[src/rtl/seg_chk_pkg.sv]
package seg_chk_pkg;
  typedef enum logic [1:0] {
    ACC_READ  = 2'd0,
    ACC_WRITE = 2'd1,
    ACC_EXEC  = 2'd2
  } acc_kind_e;

  typedef struct packed {
    logic wr;
    logic rd;
    logic down;
  } seg_attr_t;
endpackage

[src/rtl/seg_offset_calc.sv]
module seg_offset_calc #(
  parameter int ADDR_W   = 32,
  parameter int NARROW_W = 16,
  parameter int SIZE_W   = 4
) (
  input  logic [ADDR_W-1:0] addr,
  input  logic [ADDR_W-1:0] base,
  input  logic [SIZE_W-1:0] bytes,
  input  logic              narrow,
  output logic [ADDR_W-1:0] first_off,
  output logic [ADDR_W:0]   last_off
);
  localparam logic [ADDR_W-1:0] NARROW_MASK = {{(ADDR_W-NARROW_W){1'b0}}, {NARROW_W{1'b1}}};

  logic [ADDR_W-1:0] diff;
  logic [ADDR_W:0]   span;

  always_comb begin
    diff      = addr - base;
    first_off = narrow ? (diff & NARROW_MASK) : diff;
    span      = {{(ADDR_W+1-SIZE_W){1'b0}}, bytes};
    last_off  = {1'b0, first_off} + span - {{ADDR_W{1'b0}}, 1'b1};
  end
endmodule

[src/rtl/seg_rule_eval.sv]
module seg_rule_eval
  import seg_chk_pkg::*;
#(
  parameter int ADDR_W  = 32,
  parameter int SEG_W   = 4,
  parameter int DATA_LO = 0,
  parameter int DATA_HI = 6
) (
  input  logic [ADDR_W-1:0] first_off,
  input  logic [ADDR_W:0]   last_off,
  input  logic [ADDR_W-1:0] limit,
  input  acc_kind_e         kind,
  input  logic [SEG_W-1:0]  seg_idx,
  input  seg_attr_t         attr,
  input  logic              sel_null,
  input  logic              bypass,
  output logic              fault
);
  logic            data_cls;
  logic            perm_bad;
  logic            down_eff;
  logic [ADDR_W:0] lim_x;
  logic            first_hi;
  logic            last_hi;
  logic            range_bad;

  always_comb begin
    data_cls  = (int'(seg_idx) >= DATA_LO) && (int'(seg_idx) <= DATA_HI);
    perm_bad  = data_cls && (((kind == ACC_WRITE) && !attr.wr) ||
                             ((kind == ACC_READ)  && !attr.rd));
    down_eff  = data_cls && attr.down;
    lim_x     = {1'b0, limit};
    first_hi  = {1'b0, first_off} > lim_x;
    last_hi   = last_off > lim_x;
    range_bad = down_eff ? (!first_hi || !last_hi) : (first_hi || last_hi);
    if (bypass)        fault = 1'b0;
    else if (sel_null) fault = 1'b1;
    else               fault = perm_bad || range_bad;
  end
endmodule

[src/rtl/seg_access_check.sv]
module seg_access_check
  import seg_chk_pkg::*;
#(
  parameter int ADDR_W   = 32,
  parameter int NARROW_W = 16,
  parameter int SIZE_W   = 4,
  parameter int SEG_W    = 4,
  parameter int SEL_W    = 16,
  parameter int DATA_LO  = 0,
  parameter int DATA_HI  = 6
) (
  input  logic              clk,
  input  logic              rst,
  input  logic              req_valid,
  output logic              req_ready,
  input  logic [ADDR_W-1:0] req_addr,
  input  logic [SIZE_W-1:0] req_bytes,
  input  logic [1:0]        req_kind,
  input  logic [SEG_W-1:0]  req_seg,
  input  logic              req_asz_ovr,
  input  logic [SEL_W-1:0]  seg_sel,
  input  logic [ADDR_W-1:0] seg_base,
  input  logic [ADDR_W-1:0] seg_limit,
  input  logic              attr_wr,
  input  logic              attr_rd,
  input  logic              attr_down,
  input  logic              cs_big,
  input  logic              mode_lma,
  input  logic              cs_long,
  output logic              rsp_valid,
  input  logic              rsp_ready,
  output logic              rsp_fault
);
  logic [ADDR_W-1:0] first_off;
  logic [ADDR_W:0]   last_off;
  logic              narrow;
  logic              bypass;
  logic              sel_null;
  logic              fault_d;
  logic              fire;
  logic              valid_q;
  logic              fault_q;
  seg_attr_t         attr;
  acc_kind_e         kind;

  always_comb begin
    narrow    = (cs_big == req_asz_ovr);
    bypass    = mode_lma && cs_long;
    sel_null  = (seg_sel == '0);
    attr      = '{wr: attr_wr, rd: attr_rd, down: attr_down};
    kind      = acc_kind_e'(req_kind);
    req_ready = !valid_q || rsp_ready;
    fire      = req_valid && req_ready;
  end

  seg_offset_calc #(
    .ADDR_W(ADDR_W), .NARROW_W(NARROW_W), .SIZE_W(SIZE_W)
  ) u_off (
    .addr(req_addr), .base(seg_base), .bytes(req_bytes), .narrow(narrow),
    .first_off(first_off), .last_off(last_off)
  );

  seg_rule_eval #(
    .ADDR_W(ADDR_W), .SEG_W(SEG_W), .DATA_LO(DATA_LO), .DATA_HI(DATA_HI)
  ) u_rule (
    .first_off(first_off), .last_off(last_off), .limit(seg_limit),
    .kind(kind), .seg_idx(req_seg), .attr(attr), .sel_null(sel_null),
    .bypass(bypass), .fault(fault_d)
  );

  always_ff @(posedge clk) begin
    if (rst) begin
      valid_q <= 1'b0;
      fault_q <= 1'b0;
    end else if (fire) begin
      valid_q <= 1'b1;
      fault_q <= fault_d;
    end else if (rsp_ready) begin
      valid_q <= 1'b0;
    end
  end

  assign rsp_valid = valid_q;
  assign rsp_fault = fault_q;

  AST_BYPASS_PASS: assert property (@(posedge clk) disable iff (rst)
    (fire && mode_lma && cs_long) |=> (rsp_valid && !rsp_fault));
  AST_NULL_FAULT: assert property (@(posedge clk) disable iff (rst)
    (fire && !(mode_lma && cs_long) && (seg_sel == '0)) |=> rsp_fault);
  AST_RO_WRITE: assert property (@(posedge clk) disable iff (rst)
    (fire && !(mode_lma && cs_long) && (int'(req_seg) >= DATA_LO) &&
     (int'(req_seg) <= DATA_HI) && (req_kind == 2'd1) && !attr_wr) |=> rsp_fault);
  AST_RESULT_NEXT: assert property (@(posedge clk) disable iff (rst)
    fire |=> rsp_valid);
  AST_HOLD_STALL: assert property (@(posedge clk) disable iff (rst)
    (rsp_valid && !rsp_ready) |=> (rsp_valid && $stable(rsp_fault)));
endmodule

[config.mk]
export PLATFORM = sky130hd
export DESIGN_NAME = seg_access_check
export DESIGN_NICKNAME = d
export VERILOG_FILES = /design/src/rtl/seg_chk_pkg.sv /design/src/rtl/seg_offset_calc.sv /design/src/rtl/seg_rule_eval.sv /design/src/rtl/seg_access_check.sv
export SDC_FILE = /design/constraint.sdc
export NUM_CORES = 1
export LEC_CHECK = 0
export BUFFER_PORTS_ARGS = -buffer_cell sky130_fd_sc_hd__buf_2
export CORE_MARGIN = 2
export CORE_UTILIZATION = 55
export CTS_CLUSTER_DIAMETER = 200
export CTS_CLUSTER_SIZE = 24
export DETAILED_ROUTE_END_ITERATION = 6
export GPL_TIMING_DRIVEN = 0
export PLACE_DENSITY_LB_ADDON = 0.12
export SYNTH_ARGS = -nofsm -noshare
export SYNTH_HDL_FRONTEND = slang
export SYNTH_SLANG_ARGS = --single-unit
[constraint.sdc]
create_clock -name clk -period 10.55 [get_ports clk]
set_input_delay 2.11 -clock clk [delete_from_list [all_inputs] [get_ports clk]]
set_output_delay 2.11 -clock clk [all_outputs]
set_load 0.01 [all_outputs]
---- Word-level counts from Yosys, hierarchy flattened ----
Index checks and enable logic that the tools add are counted.
operators by class
  add/sub/neg operators ................... 3
  order comparisons ....................... 3
  eq/ne operators ......................... 2
  muxes and demuxes ....................... 6
  reductions and logical operators ........ 19
operators with widths
  operator                 count
  $add A32 B4 Y33          1
  $gt A33 B32 Y1           1
  $sub A33 B1 Y33 const B  1
  $gt A32 B32 Y1           1
  $mux W32                 1
  $sub A32 B32 Y32         1
  $logic_not A16 Y1        1
  $logic_and A1 B1 Y1      6
  $logic_not A1 Y1         5
  $logic_or A1 B1 Y1       5
  $mux W1                  5
  $le A4 B3 Y1 const B     1
  $eq A2 B1 Y1 const B     1
  $logic_not A2 Y1         1
  $reduce_bool A2 Y1       1
  $eq A1 B1 Y1             1
storage, ports and cells
  flip-flop bits (word level) ............. 2
  bits of input ports ..................... 133
  output and inout port bits .............. 3
  word-level logic and storage cells ...... 35

---- Depth between registers and ports, before layout ----
Gate-level depths: netlist of run 1.
  depth in word-level cells ............... 11
  depth in mapped cells ................... 34

---- By module ----
Synthesis of run 1 repeated with hierarchy kept, for this count alone.
second synthesis, totals
  cell total of the unflattened synthesis .. 738
  area total of the unflattened synthesis .. 5273.8 um^2
by module, submodules not included
  module            times used  cells each  area each (um^2)  sequential area each (um^2)
  seg_offset_calc   1           516         3525.9            0.0
  seg_rule_eval     1           207         1612.8            0.0
  seg_access_check  1           15          135.1             40.0

---- Worst setup path after synthesis of run 1 ----
No wires, ideal clock.
  kind .................................... input to register
  start point ............................. input req_addr[0]
  end point ............................... register fault_q, in the netlist rsp_fault
  arrival time ............................ 7498 ps
  data required time ...................... 10427 ps
  setup slack ............................. 2930 ps
  stages on the path ...................... 33
  buffers on the path ..................... 0
  cells stage by stage .................... inv_1 -> ha_1 -> inv_1 -> fa_1 -> a21o_1 -> a21oi_1 -> nor2_1 -> o21a_1 -> nor2_1 -> o21bai_1 -> a21oi_1 -> o21bai_1 -> a21oi_1 -> xor2_1 -> ha_1 -> and3_1 -> nand3_1 -> o31ai_1 -> o211a_1 -> o21ai_1 -> a211oi_1 -> o21bai_1 -> a21oi_1 -> or2_1 -> xor2_1 -> ha_1 -> nand4_1 -> or2_2 -> nor3_1 -> o31a_1 -> inv_1 -> a2111oi_4 -> nor4_2
between the ends
  cells in the longest elaborated chain, start to end .. 11
ends and longest elaborated chain
  what                  line                    text
  from (decl)           seg_access_check.sv:16  input logic [ADDR_W-1:0] req_addr,
  $sub A32 B32 Y32 *    seg_offset_calc.sv:19   diff = addr - base;
  $mux W32 *            seg_offset_calc.sv:20   first_off = narrow ? (diff & NARROW_MASK) : diff;
  $add A32 B4 Y33       seg_offset_calc.sv:22   last_off = {1'b0, first_off} + span - {{ADDR_W{1'b0}}, 1'b1};
  $sub A33 B1 Y33       seg_offset_calc.sv:22
  $gt A33 B32 Y1        seg_rule_eval.sv:34     last_hi = last_off > lim_x;
  $logic_not A1 Y1      seg_rule_eval.sv:35     range_bad = down_eff ? (!first_hi || !last_hi) : (first_hi || last_hi);
  $logic_or A1 B1 Y1    seg_rule_eval.sv:35
  $mux W1 *             seg_rule_eval.sv:35
  $logic_or A1 B1 Y1 *  seg_rule_eval.sv:38     else fault = perm_bad || range_bad;
  $mux W1 *             seg_rule_eval.sv:37     else if (sel_null) fault = 1'b1;
  $mux W1 *             seg_rule_eval.sv:36     if (bypass) fault = 1'b0;
  to (signal assigned)  seg_access_check.sv:77  fault_q <= fault_d;
  to (decl)             seg_access_check.sv:42  logic fault_q;
Mark *: on every way between the ends. The rest lies on a longest branch, timed or not.
A chain may end at the register's enable or synchronous reset.

---- Worst setup path in the final report of run 1 ----
Same ends and word-level chain as after synthesis.

==> results of run 1 <==
## cell families (layout without fill, tap and decap cells)
family | Yosys count | after routing | synth area share
flops | 2 | 2 | 0.00769
xor+xnor | 58 | 58 | 0.0976
mux | 1 | 1 | 0.00192
buf+inv | 120 | 258 | 0.0870
simple gates | 183 | 183 | 0.186
compound gates | 235 | 235 | 0.300
fa+ha+maj | 132 | 132 | 0.320
## final timing paths
kind,from,end,slack (ns),depth (start not counted)
max,req_addr[0],rsp_fault$_SDFFE_PP0P_,1.96,34
min,rsp_valid$_SDFFE_PP0P_,rsp_valid$_SDFFE_PP0P_,0.53,2
max reg2reg,rsp_valid$_SDFFE_PP0P_,rsp_fault$_SDFFE_PP0P_,9.27,7
min reg2reg,rsp_valid$_SDFFE_PP0P_,rsp_valid$_SDFFE_PP0P_,0.53,2
## flip-flops by register name, summed over array words and instances, names as in the netlist
signal / count
rsp_fault: 1
rsp_valid: 1
## per-layer routing
metal | track usage | part of all wire | vias to the layer above
met1 | 0.349 | 0.49 | 2505
li1 | - | - | 2903
met2 | 0.465 | 0.46 | 150
met4 | 0.0447 | 0.0091 | 0
met5 | 0 | 0 | -
met3 | 0.00966 | 0.041 | 14
## cells in the mapped netlist (3+ instances only)
cell      number
nor2b_1        8
o21ai_0       31
nand4_1       20
or2_2          4
nor4_1         7
and3_1         6
o211ai_1       4
a211oi_1       5
nor2_1        29
and2_1        10
ha_1         130
inv_1        114
xor2_1        22
or3_1          3
nand3_1       12
xnor2_1       36
nand2_1       42
a21o_1        58
and4_1         4
clkbuf_1       4
o21a_1        14
nand2b_1      14
o21bai_1      11
nor3_1        14
a31oi_1        7
a21oi_1       71
## layout make-up
cell class,count,share of cell area
tap,111,0.0229
clock buffer,3,0.00681
timing repair buffer,135,0.111
buffer,6,0.00413
inverter,114,0.0706
multi-input combinational,609,0.777
sequential,2,0.00661
## layout by cell type (no fill, tap or decap), types with 3 or more instances in the layout
cell type / count
a211oi_1: 5
a21o_1: 58
a21oi_1: 71
a31oi_1: 7
and2_1: 10
and3_1: 6
and4_1: 4
buf_2: 137
clkbuf_1: 4
clkbuf_8: 3
ha_1: 130
inv_1: 114
nand2_1: 42
nand2b_1: 14
nand3_1: 12
nand4_1: 20
nor2_1: 29
nor2b_1: 8
nor3_1: 14
nor4_1: 7
o211ai_1: 4
o21a_1: 14
o21ai_0: 31
o21bai_1: 11
or2_2: 4
or3_1: 3
xnor2_1: 36
xor2_1: 22
## power by group through the flow
stage | Clock, mW | Combinational (mW) | Sequential (mW)
2_1_floorplan | 0 | 0.650 | 0.00986
3_3_place_gp | 0 | 0.804 | 0.00934
3_5_place_dp | 0 | 0.829 | 0.00936
4_1_cts | 0.0305 | 0.836 | 0.00927
5_1_grt | 0.0318 | 0.956 | 0.00938
6_report | 0.0298 | 0.841 | 0.00925
## worst min-delay path, stage by stage, from the launching register on
cell	delay, ns
dfxtp_1	0.30
nand2b_1	0.10
a21oi_1	0.08
==> impl_metrics.yaml, run 1 <==
power_and_ir_drop:
  p_per_area_mw_per_mm2: 145
  vdd_drop_max_mv: 0.0513
  switchingPower_mw: 0.468
  power.total_mw: 0.880
  p_sw_frac: 0.532
  pwr-share-comb: 0.956
  p_leak_nw: 3.56
  pwr-share-seq: 0.011
  p_clk_frac: 0.034
  p_int_mw: 0.412
drt:
  routed_wl_mm: 13.5
  via_per_inst: 5.69
  ant_nets: 0
  via_count: 5572
  drtIter0Drc: 235
  drc: 0
  first_pass_iters: 5
  wl_per_cell_um: 13.7
layout:
  layout.nets: 1136
  diodes: 0
  drive_above_1_share: 0.176
  syn2layout_area_growth_pct: 16.4
  multiInputGateArea_mm2: 0.00471
  fill_cells: 843
  final_core_util: 0.659
  regArea_um2: 40.0
  final_area_mm2: 0.00606
  final_cells: 980
timing:
  setup_violations: 0
  worst_pin_slew_ns: 0.673
  fmax_ghz: 0.116
  hold_viol: 0
  finalCritPeriodShare: 0.814
  fin_ws_ns: 1.96
  maxSlewViolCount: 0
  finalClockSkew_ns: 0.000298
  grt_setup_unrepaired: "no"
  relSlewSlack: 0.548
  post-route-min-period_ns: 8.59
  fin_tns_setup_ns: 0
  worst_hold_slack_ns: 0.530
flow_run:
  drv_cap: 0
setup_path:
  cpPeakStageDelay_ns: 0.41
  slowest_stage: "fa_1"
  start_kind: "input port"
  crit_buf_inv: 4
  worstSetupPathType: "input port to register"
  required_ns: 10.64
  worstPathMaxFanout: 5
  path_delay_family: "compound AO/OA/AOI/OAI gates"
  cp.arrival_ns: 8.68
  end_kind: "register"
  cp_common_cell: "a21oi_1"
cts:
  cts.repair_timing.setup_buffer_count: 0
  clock_latency_ns: 0.21
  clkTransAtPathRegs_ns: 0.03
  h-tree-depth: 1
  cts_resized: 0
  cts_max_path_buffers: 2
  cts_tree: "done"
  cts_root_buffer: "clkbuf_8"
  ctsHoldBuffers: 0
  cts_num_sinks: 2
  cts_buffers: 3
logic_synthesis:
  synth.avg_cell_area_um2: 7.12
  syn_nets: 996
  synth_edf_count: 0
  synth_area_leaders: "ha_1 (31%), a21o_1 (8.4%), inv_1 (8.2%), a21oi_1 (6.8%), xnor2_1 (6.1%)"
  yosysUniqueCellTypes: 64
  netlist.top_cell.by_area: "ha_1"
  synthesis.area_mm2: 0.00520
  synthCells: 731
  yosysSeqAreaShare: 0.00769
  yosys_warnings: 0
  ys.flop_type: "dfxtp_1"
  async_flop_share: 0
  ys_ff_latch: 2
  synth_top_area_frac: 0.313
die:
  ios: 136
  rows: 35
  initial_core_util: 0.566
  die_x_um: 101
  dieArea_mm2: 0.0103
  core_mm2: 0.00920
  die_height_um: 101
global_routing:
  grt_usage: 0.259
  grt_pass1_wl_mm: 22.3
  grt_max_degree: 11
  grt_pass1_vias: 5238
  antenna_found_initial: 0
  grt-ovfl-total: 0
place:
  placed_area_mm2: 0.00602
  gp_congestion: 0.924
  post-place-cells: 977
  portBuffers: 135
  dp_hpwl_mm: 12.1
  dpl_worst_slack_ns: 1.83
worst_hold_path:
  worstHoldPathType: "register to register"
outcome:
  status: "finished clean"
(Power assumes the default switching activity.)
==> run 2, diff against run 1 <==
Clock period 10.55 ns to 8.45 ns, I/O delays scaled along.
==> run 2 against run 1 <==
Combinational power up 26%. Cell count unchanged. Critical endpoint unchanged. Register-to-register slack worse by 2.1 ns. Hold slack unchanged. First-iteration DRC count down 21%. Non-clock buffer count unchanged. Clock skew unchanged. Clock-buffer cell count unchanged.
==> impl_metrics.yaml, run 2 (synthesized netlist as in run 1, its figures left out) <==
outcome:
  status: "finished clean"
drt:
  first_pass_iters: 5
  drtIter0Drc: 185
  drc: 0
  wl_per_cell_um: 13.8
  via_count: 5564
  via_per_inst: 5.68
  routed_wl_mm: 13.5
  ant_nets: 0
die:
  dieArea_mm2: 0.0103
  die_x_um: 101
  initial_core_util: 0.566
  core_mm2: 0.00920
  ios: 136
  rows: 35
  die_height_um: 101
timing:
  fin_ws_ns: 0.450
  fmax_ghz: 0.125
  worst_pin_slew_ns: 0.673
  fin_tns_setup_ns: 0
  grt_setup_unrepaired: "no"
  relSlewSlack: 0.548
  setup_violations: 0
  hold_viol: 0
  post-route-min-period_ns: 8.00
  maxSlewViolCount: 0
  finalCritPeriodShare: 0.947
  finalClockSkew_ns: 0.000298
  worst_hold_slack_ns: 0.530
cts:
  cts_buffers: 3
  clkTransAtPathRegs_ns: 0.03
  cts_num_sinks: 2
  cts_tree: "done"
  cts.repair_timing.setup_buffer_count: 0
  ctsHoldBuffers: 0
  clock_latency_ns: 0.21
  cts_root_buffer: "clkbuf_8"
  h-tree-depth: 1
  cts_max_path_buffers: 2
place:
  post-place-cells: 977
  portBuffers: 135
  dpl_worst_slack_ns: 0.152
  placed_area_mm2: 0.00602
  gp_congestion: 0.924
  dp_hpwl_mm: 12.1
setup_path:
  required_ns: 8.54
  worstSetupPathType: "input port to register"
  worstPathMaxFanout: 5
  slowest_stage: "o31ai_2"
  end_kind: "register"
  rrSetupSlack_ns: 7.17
  rr_startpoint: "rsp_valid$_SDFFE_PP0P_"
  r2r-end: "rsp_fault$_SDFFE_PP0P_"
  cpPeakStageDelay_ns: 0.46
  reg2regPathDepth: 7
  start_kind: "input port"
  cp.arrival_ns: 8.09
layout:
  syn2layout_area_growth_pct: 16.8
  final_cells: 980
  diodes: 0
  final_cell_mix: "buf_2 (137), ha_1 (130), inv_1 (114)"
  final_common_cell: "buf_2"
  drive_above_1_share: 0.181
  layout.nets: 1136
  final_area_mm2: 0.00608
global_routing:
  grt_max_degree: 11
  grt_pass1_wl_mm: 22.3
  grt_usage: 0.259
  antenna_found_initial: 0
  grt_pass1_vias: 5238
  grt-ovfl-total: 0
power_and_ir_drop:
  p_per_area_mw_per_mm2: 182
  p_leak_nw: 3.56
  vdd_drop_max_mv: 0.0640
worst_hold_path:
  worstHoldStart: "rsp_valid$_SDFFE_PP0P_"
  worstHoldPathType: "register to register"
  hold-path-endpoint: "rsp_valid$_SDFFE_PP0P_"
  hold_depth: 2
flow_run:
  drv_cap: 0
## run 2: power breakdown
group,switching (mW),internal [mW]
registers,0.000714,0.0108
clock network,0.00714,0.0301
logic,0.583,0.476
## run 2: stage by stage
| stage | utilization | total power [mW] |
|---|---|---|
| after global routing | 0.661 | 1.25 |
| after floorplan | - | 0.824 |
| final | 0.661 | 1.11 |
| after global placement | 0.655 | 1.02 |
| after detailed placement | 0.655 | 1.05 |
| after CTS | 0.659 | 1.09 |
## run 2: metal layers
metal / wire length (um) / global-route usage / vias up
met2: 6270 / 0.465 / 148
met1: 6630 / 0.349 / 2500
met4: 110 / 0.0447 / 0
li1: - / - / 2904
met5: 0 / 0 / -
met3: 531 / 0.00966 / 12
## run 2: worst max-delay path by stage
| stage | startpoint | end | slack, ns | cells past startpoint |
|---|---|---|---|---|
| 2_1_floorplan | req_addr[0] | rsp_fault$_SDFFE_PP0P_ | 1.25 | 33 |
| 6_report | req_addr[0] | rsp_fault$_SDFFE_PP0P_ | 0.45 | 31 |
| 3_5_place_dp | req_addr[0] | rsp_fault$_SDFFE_PP0P_ | 0.15 | 34 |
| 4_1_cts | req_addr[0] | rsp_fault$_SDFFE_PP0P_ | 0.32 | 34 |
| 3_3_place_gp | req_addr[0] | rsp_fault$_SDFFE_PP0P_ | 0.16 | 34 |
| 5_1_grt | req_addr[0] | rsp_fault$_SDFFE_PP0P_ | 0.03 | 34 |
## run 2: repair_timing
| action | in CTS | in global routing |
|---|---|---|
| hold endpoints to repair | 0 | 0 |
| gates resized for setup | 0 | 4 |
| endpoints found under the setup margin | 0 | 1 |
## run 2: layout make-up
class	instances	area, um^2
Inverter	114	428
Multi-Input combinational cell	609	4730
Sequential cell	2	40.0
Clock buffer	3	41.3
Timing Repair Buffer	135	676
Fill cell	846	3120
Buffer	6	25.0
Tap cell	111	139
## run 2: critical path, delay by kind of cell
family | cells | cell delay (ns)
xor+xnor | 2 | 0.33
buf+inv | 4 | 0.32
fa+ha+maj | 4 | 1.22
compound gates | 14 | 3.52
simple gates | 7 | 1.02
==> run 3, diff against run 2 <==
Settings changed: BUFFER_PORTS_ARGS -buffer_cell sky130_fd_sc_hd__buf_2 to unset, DONT_BUFFER_PORTS set to 1.
==> run 3 against run 2 <==
Register-to-register slack lost 0.20 ns. Combinational power is essentially flat. Clock skew grew 0.0017 ns. First-iteration DRC count shrank 13%. Hold slack gained 0.10 ns. Routed wire length shrank 4.0%. Global-route usage shrank 1.4 points. Non-clock buffer count shrank 135. Critical endpoint unchanged.
==> impl_metrics.yaml, run 3 (synthesized netlist as in run 1, its figures left out) <==
outcome:
  status: "finished clean"
timing:
  finalClockSkew_ns: 0.00201
  post-route-min-period_ns: 7.92
  fmax_ghz: 0.126
  relSlewSlack: 0.551
  grt_setup_unrepaired: "no"
  finalCritPeriodShare: 0.937
  setup_violations: 0
  fin_tns_setup_ns: 0
  maxSlewViolCount: 0
  hold_viol: 0
  worst_pin_slew_ns: 0.669
setup_path:
  cp.arrival_ns: 8.01
  end_kind: "register"
  worstPathMaxFanout: 5
  path_delay_family: "compound AO/OA/AOI/OAI gates"
  slowest_stage: "a2111oi_0"
  cpPeakStageDelay_ns: 0.47
  required_ns: 8.54
  crit_buf_inv: 3
  start_kind: "input port"
  worstSetupPathType: "input port to register"
drt:
  ant_nets: 0
  via_count: 5076
  met2_length_mm: 6.01
  wl_per_cell_um: 15.4
  wl_met3_um: 587
  wl_met1_mm: 6.27
  first_pass_iters: 5
  drtIter0Drc: 161
  drc: 0
  topRoutingLayerUsed: "met4"
  routed_wl_mm: 13.0
  via_per_inst: 6.01
cts:
  clkTransAtPathRegs_ns: 0.03
  clock_latency_ns: 0.21
  cts_tree: "done"
  cts_max_path_buffers: 2
  cts_buffers: 3
  h-tree-depth: 1
  cts.repair_timing.setup_buffer_count: 0
  cts_root_buffer: "clkbuf_8"
  cts_num_sinks: 2
die:
  die_x_um: 101
  initial_core_util: 0.566
  die_height_um: 101
  dieArea_mm2: 0.0103
  core_mm2: 0.00920
  ios: 136
  rows: 35
global_routing:
  grt_usage: 0.245
  grt-ovfl-total: 0
  antenna_found_initial: 0
  grt_pass1_wl_mm: 20.9
  grt_pass1_vias: 4861
  grt_max_degree: 11
worst_hold_path:
  worstHoldPathType: "register to register"
layout:
  final_cell_mix: "ha_1 (130), inv_1 (114), a21oi_1 (70)"
  final_common_cell: "ha_1"
  diodes: 0
  drive_above_1_share: 0.0286
  layout.nets: 1001
  syn2layout_area_growth_pct: 3.73
power_and_ir_drop:
  vdd_drop_max_mv: 0.0654
  power.total_mw: 1.08
  p_per_area_mw_per_mm2: 199
  p_leak_nw: 3.03
place:
  gp_congestion: 0.887
  portBuffers: 0
  dp_hpwl_mm: 11.6
flow_run:
  drv_cap: 0
## run 3: changes by cell type in the layout (fill, tap and decap cells not counted), sizes merged
cell	previous run	this run
buf	137	2
## run 3: final timing paths
kind / start / endpoint / slack, ns / depth (start not counted)
worst max register to register: rsp_valid$_SDFFE_PP0P_ / rsp_fault$_SDFFE_PP0P_ / 6.97 / 7
worst min-delay path: rsp_fault$_SDFFE_PP0P_ / rsp_fault$_SDFFE_PP0P_ / 0.63 / 2
worst min register to register: rsp_fault$_SDFFE_PP0P_ / rsp_fault$_SDFFE_PP0P_ / 0.63 / 2
worst max-delay path: req_addr[0] / rsp_fault$_SDFFE_PP0P_ / 0.53 / 31
## run 3: cell type report
type	count	area [um^2]
fill	917	3800
tap	111	139
clock buffer	3	41.3
inverter	114	428
multi-input combinational	609	4730
buffer	6	25.0
sequential	2	40.0
## run 3: metal layers
layer | track usage | up-vias
met5 | 0 | -
met3 | 0.0152 | 11
li1 | - | 2640
met1 | 0.329 | 2276
met2 | 0.438 | 149
met4 | 0.0395 | 0
## run 3: worst min-delay path, cell delays in order (launching register included)
cell     delay [ns]
dfxtp_1        0.34
a21oi_1        0.17
nor4_2         0.07
## run 3: through the flow
stage                     hold slack (ns)  cells  utilization  area (um^2)  setup slack (ns)
after floorplan                     0.589    731            -         5200              1.25
after global placement              0.611    842        0.581         5340             0.278
after detailed placement            0.627    842        0.581         5340             0.256
after CTS                           0.634    845        0.586         5390             0.428
after global routing                0.664    845        0.587         5400            0.0690
final                               0.633    845        0.587         5400             0.529
## run 3: timing repair
| item | 4_1_cts | 5_1_grt |
|---|---|---|
| endpoints found under the setup margin | 0 | 1 |
| hold buffers | 0 | 0 |
| resized for setup | 0 | 3 |
## run 3: report_power, final
group          internal (mW)  switching, mW  leakage (nW)  total [mW]
Combinational          0.453          0.573          3.00        1.03
Sequential            0.0108        0.00171        0.0166      0.0125
Clock                 0.0301        0.00705        0.0216      0.0371
